**config.mk**
```make
export PLATFORM = sky130hd
export DESIGN_NAME = usb_in_tx_ctrl
export DESIGN_NICKNAME = d
export VERILOG_FILES = /design/src/rtl/usb_in_tx_pkg.sv /design/src/rtl/usb_in_ep_slot.sv /design/src/rtl/usb_in_tx_packer.sv /design/src/rtl/usb_in_tx_ctrl.sv
export SDC_FILE = /design/constraint.sdc
export NUM_CORES = 1
export LEC_CHECK = 0
export BUFFER_PORTS_ARGS = -buffer_cell sky130_fd_sc_hd__buf_2
export CORE_ASPECT_RATIO = 0.6
export CORE_UTILIZATION = 59
export DETAILED_ROUTE_END_ITERATION = 10
export HOLD_SLACK_MARGIN = 0.12
export PLACE_DENSITY = 0.82
export SYNTH_ARGS = -nofsm -noshare
export SYNTH_HDL_FRONTEND = slang
export SYNTH_SLANG_ARGS = --single-unit
```
**constraint.sdc**
```tcl
create_clock -name clk_i -period 8.45 [get_ports clk_i]
set_clock_uncertainty 0.05 [all_clocks]
set_input_delay 1.69 -clock clk_i [delete_from_list [all_inputs] [get_ports clk_i]]
set_output_delay 1.69 -clock clk_i [all_outputs]
set_load 0.03 [all_outputs]
```
**src/rtl/usb_in_tx_pkg.sv**
```systemverilog
package usb_in_tx_pkg;
  localparam int CNT_W = 4;
  localparam logic [7:0] PID_DATA0 = 8'hC3;
  localparam logic [7:0] PID_DATA1 = 8'h4B;

  localparam logic [2:0] ADDR_CTRL0 = 3'd0;
  localparam logic [2:0] ADDR_CTRLX = 3'd1;
  localparam logic [2:0] ADDR_DATA0 = 3'd2;
  localparam logic [2:0] ADDR_DATAX = 3'd3;
  localparam logic [2:0] ADDR_SEL   = 3'd4;

  typedef struct packed {
    logic             toggle;
    logic             ready;
    logic [CNT_W-1:0] count;
  } ep_ctrl_t;

  typedef enum logic [1:0] {
    TX_IDLE = 2'd0,
    TX_PID  = 2'd1,
    TX_DATA = 2'd2
  } tx_state_e;
endpackage

```
**src/rtl/usb_in_ep_slot.sv**
```systemverilog
module usb_in_ep_slot
  import usb_in_tx_pkg::*;
#(
  parameter int DEPTH = 8,
  parameter int PTR_W = 3
) (
  input  logic             clk_i,
  input  logic             rst_ni,
  input  logic             ctrl_we_i,
  input  ep_ctrl_t         ctrl_wdata_i,
  input  logic             rdy_clr_i,
  input  logic             port_wr_i,
  input  logic             port_rd_i,
  input  logic [7:0]       port_wdata_i,
  input  logic             ptr_clr_i,
  input  logic [PTR_W-1:0] tx_idx_i,
  output ep_ctrl_t         ctrl_o,
  output logic [7:0]       port_rdata_o,
  output logic [7:0]       tx_rdata_o
);
  localparam int IDX_W = (DEPTH > 1) ? $clog2(DEPTH) : 1;

  ep_ctrl_t         ctrl_q;
  logic [IDX_W-1:0] ptr_q;
  logic [7:0]       mem_q [DEPTH];

  always_ff @(posedge clk_i or negedge rst_ni) begin
    if (!rst_ni) begin
      ctrl_q <= '0;
    end else if (ctrl_we_i) begin
      ctrl_q <= ctrl_wdata_i;
    end else if (rdy_clr_i) begin
      ctrl_q.ready <= 1'b0;
    end
  end

  always_ff @(posedge clk_i or negedge rst_ni) begin
    if (!rst_ni) begin
      ptr_q <= '0;
    end else if (ptr_clr_i) begin
      ptr_q <= '0;
    end else if (port_wr_i || port_rd_i) begin
      ptr_q <= (ptr_q == IDX_W'(DEPTH - 1)) ? '0 : ptr_q + 1'b1;
    end
  end

  // buffer contents are not reset
  always_ff @(posedge clk_i) begin
    if (port_wr_i && !ptr_clr_i) mem_q[ptr_q] <= port_wdata_i;
  end

  always_comb begin
    tx_rdata_o = 8'h00;
    if (int'(tx_idx_i) < DEPTH) tx_rdata_o = mem_q[tx_idx_i[IDX_W-1:0]];
  end

  assign port_rdata_o = mem_q[ptr_q];
  assign ctrl_o       = ctrl_q;

  AST_PTR_IN_RANGE: assert property (@(posedge clk_i) disable iff (!rst_ni)
    int'(ptr_q) < DEPTH);
  AST_READY_FALL_CAUSE: assert property (@(posedge clk_i) disable iff (!rst_ni)
    $fell(ctrl_q.ready) |-> ($past(ctrl_we_i) || $past(rdy_clr_i)));
  AST_PTR_CLR_ZERO: assert property (@(posedge clk_i) disable iff (!rst_ni)
    ptr_clr_i |=> ptr_q == '0);
endmodule

```
**src/rtl/usb_in_tx_packer.sv**
```systemverilog
module usb_in_tx_packer
  import usb_in_tx_pkg::*;
#(
  parameter int          NUM_EP = 4,
  parameter int          EP_W   = 2,
  parameter int          PTR_W  = 3,
  parameter int unsigned EP_DEPTH [NUM_EP] = '{8, 8, 6, 2}
) (
  input  logic              clk_i,
  input  logic              rst_ni,
  input  logic              tok_in_i,
  input  logic              tok_ack_i,
  input  logic [EP_W-1:0]   tok_ep_i,
  input  logic [NUM_EP-1:0] ep_ready_i,
  input  logic [NUM_EP-1:0] ep_toggle_i,
  input  logic [CNT_W-1:0]  ep_count_i [NUM_EP],
  input  logic [7:0]        tx_byte_i,
  input  logic              tx_ready_i,
  output logic [EP_W-1:0]   cur_ep_o,
  output logic [PTR_W-1:0]  tx_idx_o,
  output logic [NUM_EP-1:0] start_o,
  output logic [NUM_EP-1:0] rdy_clr_o,
  output logic              nak_o,
  output logic              tx_valid_o,
  output logic [7:0]        tx_data_o,
  output logic              tx_last_o
);
  tx_state_e        state_q;
  logic [EP_W-1:0]  ep_q, pend_ep_q;
  logic [CNT_W-1:0] len_q, idx_q, depth_sel, len_sel;
  logic [7:0]       pid_q;
  logic             nak_q, pend_q;
  logic             accept, hit_ready, ack_hit, last_byte, fire;

  always_comb begin
    depth_sel = '0;
    for (int i = 0; i < NUM_EP; i++) begin
      if (tok_ep_i == EP_W'(i)) depth_sel = CNT_W'(EP_DEPTH[i]);
    end
    len_sel = (ep_count_i[tok_ep_i] > depth_sel) ? depth_sel : ep_count_i[tok_ep_i];
  end

  assign accept    = tok_in_i && (state_q == TX_IDLE);
  assign hit_ready = ep_ready_i[tok_ep_i];
  assign ack_hit   = tok_ack_i && pend_q && (tok_ep_i == pend_ep_q);
  assign fire      = tx_valid_o && tx_ready_i;
  assign last_byte = (state_q == TX_PID) ? (len_q == '0) : (idx_q == len_q - CNT_W'(1));

  always_ff @(posedge clk_i or negedge rst_ni) begin
    if (!rst_ni) begin
      state_q   <= TX_IDLE;
      ep_q      <= '0;
      pend_ep_q <= '0;
      len_q     <= '0;
      idx_q     <= '0;
      pid_q     <= PID_DATA0;
      nak_q     <= 1'b0;
      pend_q    <= 1'b0;
    end else begin
      nak_q <= 1'b0;
      if (ack_hit) pend_q <= 1'b0;
      unique case (state_q)
        TX_IDLE: begin
          if (accept) begin
            pend_q <= 1'b0;
            if (hit_ready) begin
              state_q <= TX_PID;
              ep_q    <= tok_ep_i;
              len_q   <= len_sel;
              idx_q   <= '0;
              pid_q   <= ep_toggle_i[tok_ep_i] ? PID_DATA1 : PID_DATA0;
            end else begin
              nak_q <= 1'b1;
            end
          end
        end
        TX_PID, TX_DATA: begin
          if (fire) begin
            if (last_byte) begin
              state_q   <= TX_IDLE;
              pend_q    <= 1'b1;
              pend_ep_q <= ep_q;
            end else if (state_q == TX_PID) begin
              state_q <= TX_DATA;
            end else begin
              idx_q <= idx_q + 1'b1;
            end
          end
        end
        default: state_q <= TX_IDLE;
      endcase
    end
  end

  always_comb begin
    start_o   = '0;
    rdy_clr_o = '0;
    if (accept && hit_ready) start_o[tok_ep_i] = 1'b1;
    if (ack_hit) rdy_clr_o[pend_ep_q] = 1'b1;
  end

  assign cur_ep_o   = ep_q;
  assign tx_idx_o   = idx_q[PTR_W-1:0];
  assign nak_o      = nak_q;
  assign tx_valid_o = (state_q != TX_IDLE);
  assign tx_data_o  = (state_q == TX_PID) ? pid_q : tx_byte_i;
  assign tx_last_o  = tx_valid_o && last_byte;

  AST_NAK_NOT_WITH_DATA: assert property (@(posedge clk_i) disable iff (!rst_ni)
    nak_o |-> !tx_valid_o);
  AST_NAK_CAUSE: assert property (@(posedge clk_i) disable iff (!rst_ni)
    nak_o |-> ($past(tok_in_i) && !$past(tx_valid_o)));
  AST_STALL_HOLD: assert property (@(posedge clk_i) disable iff (!rst_ni)
    (tx_valid_o && !tx_ready_i) |=> (tx_valid_o && $stable(tx_data_o) && $stable(tx_last_o)));
  AST_ONE_CLEAR: assert property (@(posedge clk_i) disable iff (!rst_ni)
    $onehot0(rdy_clr_o));
  AST_START_PID: assert property (@(posedge clk_i) disable iff (!rst_ni)
    (start_o != '0) |=> (tx_valid_o && !$past(tx_valid_o)));
endmodule

```
**src/rtl/usb_in_tx_ctrl.sv**
```systemverilog
module usb_in_tx_ctrl
  import usb_in_tx_pkg::*;
#(
  parameter int          NUM_EP    = 4,
  parameter int          MAX_DEPTH = 8,
  parameter int unsigned EP_DEPTH [NUM_EP] = '{8, 8, 6, 2},
  parameter int          EP_W      = $clog2(NUM_EP)
) (
  input  logic            clk_i,
  input  logic            rst_ni,
  input  logic [2:0]      reg_addr_i,
  input  logic            reg_we_i,
  input  logic            reg_re_i,
  input  logic [7:0]      reg_wdata_i,
  output logic [7:0]      reg_rdata_o,
  input  logic            tok_in_i,
  input  logic            tok_ack_i,
  input  logic [EP_W-1:0] tok_ep_i,
  output logic            nak_o,
  output logic            tx_valid_o,
  output logic [7:0]      tx_data_o,
  output logic            tx_last_o,
  input  logic            tx_ready_i
);
  localparam int PTR_W = $clog2(MAX_DEPTH);

  logic [EP_W-1:0]   sel_q, cur_ep;
  logic [PTR_W-1:0]  tx_idx;
  logic [NUM_EP-1:0] start, rdy_clr, ep_ready, ep_toggle;
  logic [CNT_W-1:0]  ep_count [NUM_EP];
  ep_ctrl_t          ep_ctrl [NUM_EP];
  logic [7:0]        port_rdata [NUM_EP];
  logic [7:0]        tx_rdata [NUM_EP];
  logic              sel_we;
  logic              unused_wdata;

  assign sel_we       = reg_we_i && (reg_addr_i == ADDR_SEL);
  assign unused_wdata = ^reg_wdata_i[7:6];

  always_ff @(posedge clk_i or negedge rst_ni) begin
    if (!rst_ni)     sel_q <= '0;
    else if (sel_we) sel_q <= reg_wdata_i[EP_W-1:0];
  end

  for (genvar g = 0; g < NUM_EP; g++) begin : g_ep
    logic is_sel, hit_ctrl, hit_data, sel_clr;
    assign is_sel   = (sel_q == EP_W'(g));
    assign hit_ctrl = ((reg_addr_i == ADDR_CTRL0) && (g == 0)) || ((reg_addr_i == ADDR_CTRLX) && is_sel);
    assign hit_data = ((reg_addr_i == ADDR_DATA0) && (g == 0)) || ((reg_addr_i == ADDR_DATAX) && is_sel);
    assign sel_clr  = sel_we && (reg_wdata_i[EP_W-1:0] == EP_W'(g));

    usb_in_ep_slot #(
      .DEPTH (int'(EP_DEPTH[g])),
      .PTR_W (PTR_W)
    ) u_slot (
      .clk_i        (clk_i),
      .rst_ni       (rst_ni),
      .ctrl_we_i    (reg_we_i && hit_ctrl),
      .ctrl_wdata_i (ep_ctrl_t'(reg_wdata_i[5:0])),
      .rdy_clr_i    (rdy_clr[g]),
      .port_wr_i    (reg_we_i && hit_data),
      .port_rd_i    (reg_re_i && hit_data),
      .port_wdata_i (reg_wdata_i),
      .ptr_clr_i    (sel_clr || start[g]),
      .tx_idx_i     (tx_idx),
      .ctrl_o       (ep_ctrl[g]),
      .port_rdata_o (port_rdata[g]),
      .tx_rdata_o   (tx_rdata[g])
    );

    assign ep_ready[g]  = ep_ctrl[g].ready;
    assign ep_toggle[g] = ep_ctrl[g].toggle;
    assign ep_count[g]  = ep_ctrl[g].count;
  end

  always_comb begin
    unique case (reg_addr_i)
      ADDR_CTRL0: reg_rdata_o = {2'b00, ep_ctrl[0]};
      ADDR_CTRLX: reg_rdata_o = {2'b00, ep_ctrl[sel_q]};
      ADDR_DATA0: reg_rdata_o = port_rdata[0];
      ADDR_DATAX: reg_rdata_o = port_rdata[sel_q];
      ADDR_SEL:   reg_rdata_o = 8'(sel_q);
      default:    reg_rdata_o = 8'h00;
    endcase
  end

  usb_in_tx_packer #(
    .NUM_EP   (NUM_EP),
    .EP_W     (EP_W),
    .PTR_W    (PTR_W),
    .EP_DEPTH (EP_DEPTH)
  ) u_packer (
    .clk_i       (clk_i),
    .rst_ni      (rst_ni),
    .tok_in_i    (tok_in_i),
    .tok_ack_i   (tok_ack_i),
    .tok_ep_i    (tok_ep_i),
    .ep_ready_i  (ep_ready),
    .ep_toggle_i (ep_toggle),
    .ep_count_i  (ep_count),
    .tx_byte_i   (tx_rdata[cur_ep]),
    .tx_ready_i  (tx_ready_i),
    .cur_ep_o    (cur_ep),
    .tx_idx_o    (tx_idx),
    .start_o     (start),
    .rdy_clr_o   (rdy_clr),
    .nak_o       (nak_o),
    .tx_valid_o  (tx_valid_o),
    .tx_data_o   (tx_data_o),
    .tx_last_o   (tx_last_o)
  );

  AST_CLEAR_NEEDS_ACK: assert property (@(posedge clk_i) disable iff (!rst_ni)
    (rdy_clr != '0) |-> (tok_ack_i && !tx_valid_o));
endmodule

```
==> results.cfg <==
[outcome]
status = complete, no violations

[timing]
fmax_mhz = 176
rsz0062_at_grt = false
tightest_slew_ps = 1390
report.final.slew_viol_count = 0
fin_tns_setup_ps = 0
period_share_pct = 67.1
max_slew_margin_pct = 6.87
hold_slack_ps = 478
fin_crit_ps = 5670
setup_viol = 0
finalHoldViolCount = 0

[placed_design]
dp_hpwl_mm = 23.1
routabilityCongestion = 0.941
io_buffers = 38

[setup_path]
crit_required_ps = 6710
worstPathArrival_ps = 3930
cp_cell_sequence = buf_4, mux4_2, mux2_2, a2111oi_0, nor2_1, buf_2
start_kind = flip-flop
cp_slowest_stage_delay_ps = 740
cp_top_family = buffers and inverters
crit_buf_inv = 2
r2r-start = g_ep[0].u_slot.ctrl_o[4]
crit_slowest_cell = a2111oi_0
endpoint_kind = output port
startpoint = u_packer.idx_q[0]
crit_type = reg2out
worst-path-max-fanout = 41

[global_route]
grt_max_degree = 55
track_usage_pct = 32.2
grt_pass1_vias = 8250
antenna_found_initial = 0
grt_pass1_wl_mm = 51.2
grt_overflow = 0

[layout]
nFillCells = 1395
area_growth_pct = 9.53
fin_nets = 971
layout-drive-gt1-share_pct = 22.1

[route]
ant_nets = 0
drt-pass1-iter-count = 6
drtIter0Drc = 1022
vias = 8558
wl_per_cell_um = 27.5
drt-total-wl_mm = 33.8
drc = 0
viasPerCell = 6.96

[synthesis]
syn_inst = 920
syn-cell-area_um2 = 12500
synth_enable_flop_cells = 192
yosysSeqAreaShare_pct = 56.7
yosysUniqueCellTypes = 64
ys_ff_latch = 246
syn_area_per_cell_um2 = 13.6
ys.flop_type = edfxtp_1
ys_warn_count = 0
synthArstFlopShare_pct = 22.0
synthesis.nets = 953

[min_path]
hp-start = g_ep[2].u_slot.ctrl_o[2]
hold_path.class = reg2reg

[power_and_ir_drop]
vdd_drop_max_mv = 0.301
p_seq_share_pct = 37.5
clock_power_share_pct = 25.5
powerDensity_nw_per_um2 = 301
power.switching_uw = 1540
pwr-share-comb_pct = 37.0
p_sw_share_pct = 37.1
cell_internal_pwr_uw = 2600
p_leak_uw = 0.00475

[cts]
cts_resized = 0
postCtsSetupRepairBufs = 0
cts_htree_levels = 1
cts_tree = done
numCtsBuffers = 24
cts_buffer_depth = 3
cts_root_buf = clkbuf_16
clock-sinks = 246
clock_latency_ps = 540
cts_hold_buf = 0
clk_pin_slew_ps = 60

[floorplanning]
fp.dieW_um = 190
io_pins = 39
die_h_um = 115
core-area_um2 = 20400
dieArea_um2 = 21900
initial_core_util_pct = 61.5
fp-row-count = 40

[flow_run]
drv_cap = 0
[cell usage in the layout (no fill, tap or decap), drive strengths merged, types with 5 or more instances in the layout]
master / instances
and3: 5
ha: 13
inv: 22
o22ai: 6
or3: 5
a211oi: 15
edfxtp: 192
nor3: 23
a21oi: 23
o32ai: 6
nor2b: 11
o221ai: 11
a221oi: 9
dfrtp: 53
a31oi: 7
xnor2: 5
nand2b: 11
mux2: 54
clkbuf: 28
a311oi: 5
clkinv: 12
nand2: 59
a22oi: 11
buf: 55
nand3b: 5
o21ai: 30
nor2: 61
mux2i: 71
nor3b: 7
mux4: 57
nand3: 17
[synthesized netlist by cell type (6+ instances only)]
master | number | area share, %
a211oi_1 | 15 | 0.90
a21oi_1 | 23 | 0.92
a221oi_1 | 9 | 0.63
a22oi_1 | 11 | 0.66
a31oi_1 | 7 | 0.35
buf_1 | 15 | 0.45
buf_2 | 8 | 0.32
clkbuf_1 | 39 | 1.2
dfrtp_1 | 53 | 11
edfxtp_1 | 192 | 46
ha_1 | 13 | 1.3
inv_1 | 22 | 0.66
mux2_2 | 54 | 4.8
mux2i_1 | 71 | 5.7
mux4_2 | 57 | 10
nand2_1 | 59 | 1.8
nand2b_1 | 11 | 0.55
nand3_1 | 17 | 0.68
nor2_1 | 61 | 1.8
nor2b_1 | 11 | 0.55
nor3_1 | 22 | 0.88
o21ai_0 | 30 | 1.2
o221ai_1 | 11 | 0.77
o22ai_1 | 6 | 0.30
o32ai_1 | 6 | 0.42
[final timing paths]
kind	end	slack [ps]	cells after the start
max	tx_data_o[7]	2780	6
min	g_ep[2].u_slot.ctrl_o[2]	480	1
max reg2reg	g_ep[2].u_slot.mem_q[0][2]	5060	5
min reg2reg	g_ep[2].u_slot.ctrl_o[2]	480	1
max in group asynchronous	u_packer.idx_q[0]	6590	2
min in group asynchronous	u_packer.state_q[1]	1230	2
[flip-flops by register name, indices dropped and copies added (netlist names)]
signal              cells
g_ep.u_slot.ctrl_o     24
g_ep.u_slot.ptr_q      10
u_packer.state_q        2
u_packer.pid_q          2
u_packer.pend_ep_q      2
u_packer.nak_o          1
u_packer.cur_ep_o       2
u_packer.idx_q          4
u_packer.len_q          4
u_packer.pend_q         1
sel_q                   2
g_ep.u_slot.mem_q     192
[power groups by stage]
stage / clock network (µW) / logic (µW) / registers [µW]
3_5_place_dp: 0 / 1500 / 1570
3_3_place_gp: 0 / 1470 / 1570
4_1_cts: 1060 / 1500 / 1550
2_1_floorplan: 0 / 1140 / 1480
5_1_grt: 1110 / 1620 / 1570
6_report: 1060 / 1530 / 1550
[cell families after synthesis]
| logic type | after synthesis | share of synthesized area (%) |
|---|---|---|
| flops | 246 | 56.7 |
| simple gates | 226 | 9.01 |
| fa+ha+maj | 13 | 1.30 |
| xor+xnor | 9 | 0.628 |
| mux | 182 | 20.7 |
| buf+inv | 85 | 2.65 |
| compound gates | 159 | 8.94 |
[per-stage QoR]
stage	utilization (%)	std cells	worst slack, ps	total power (µW)	instance area, µm²
finish	67.3	1230	2780	4140	13700
global route	67.3	1229	2690	4300	13700
CTS	67.3	1229	2820	4120	13700
detailed placement	63.6	1185	3310	3070	13000
global placement	63.6	1185	3310	3040	13000
floorplan	-	920	3650	2620	12500
[routing by layer]
metal  vias to the layer above  share of wire, %  track usage, %
met2                       560                41            44.1
met4                         0               2.6            8.75
met1                      4257                43            49.3
met5                         -                 0               0
met3                        79                14            10.5
li1                       3662                 -               -
[area by class of cell]
class | count | area, µm² | share of cell area (%)
clock inverters | 16 | 124 | 0.901
multi-input cells | 589 | 5120 | 37.2
diodes | 1 | 2.50 | 0.0182
well taps | 273 | 342 | 2.49
repair buffers | 55 | 318 | 2.31
inverters | 22 | 82.6 | 0.601
clock buffers | 28 | 637 | 4.63
flip-flops and latches | 246 | 7120 | 51.8
Power figures use the tool's default switching activity.
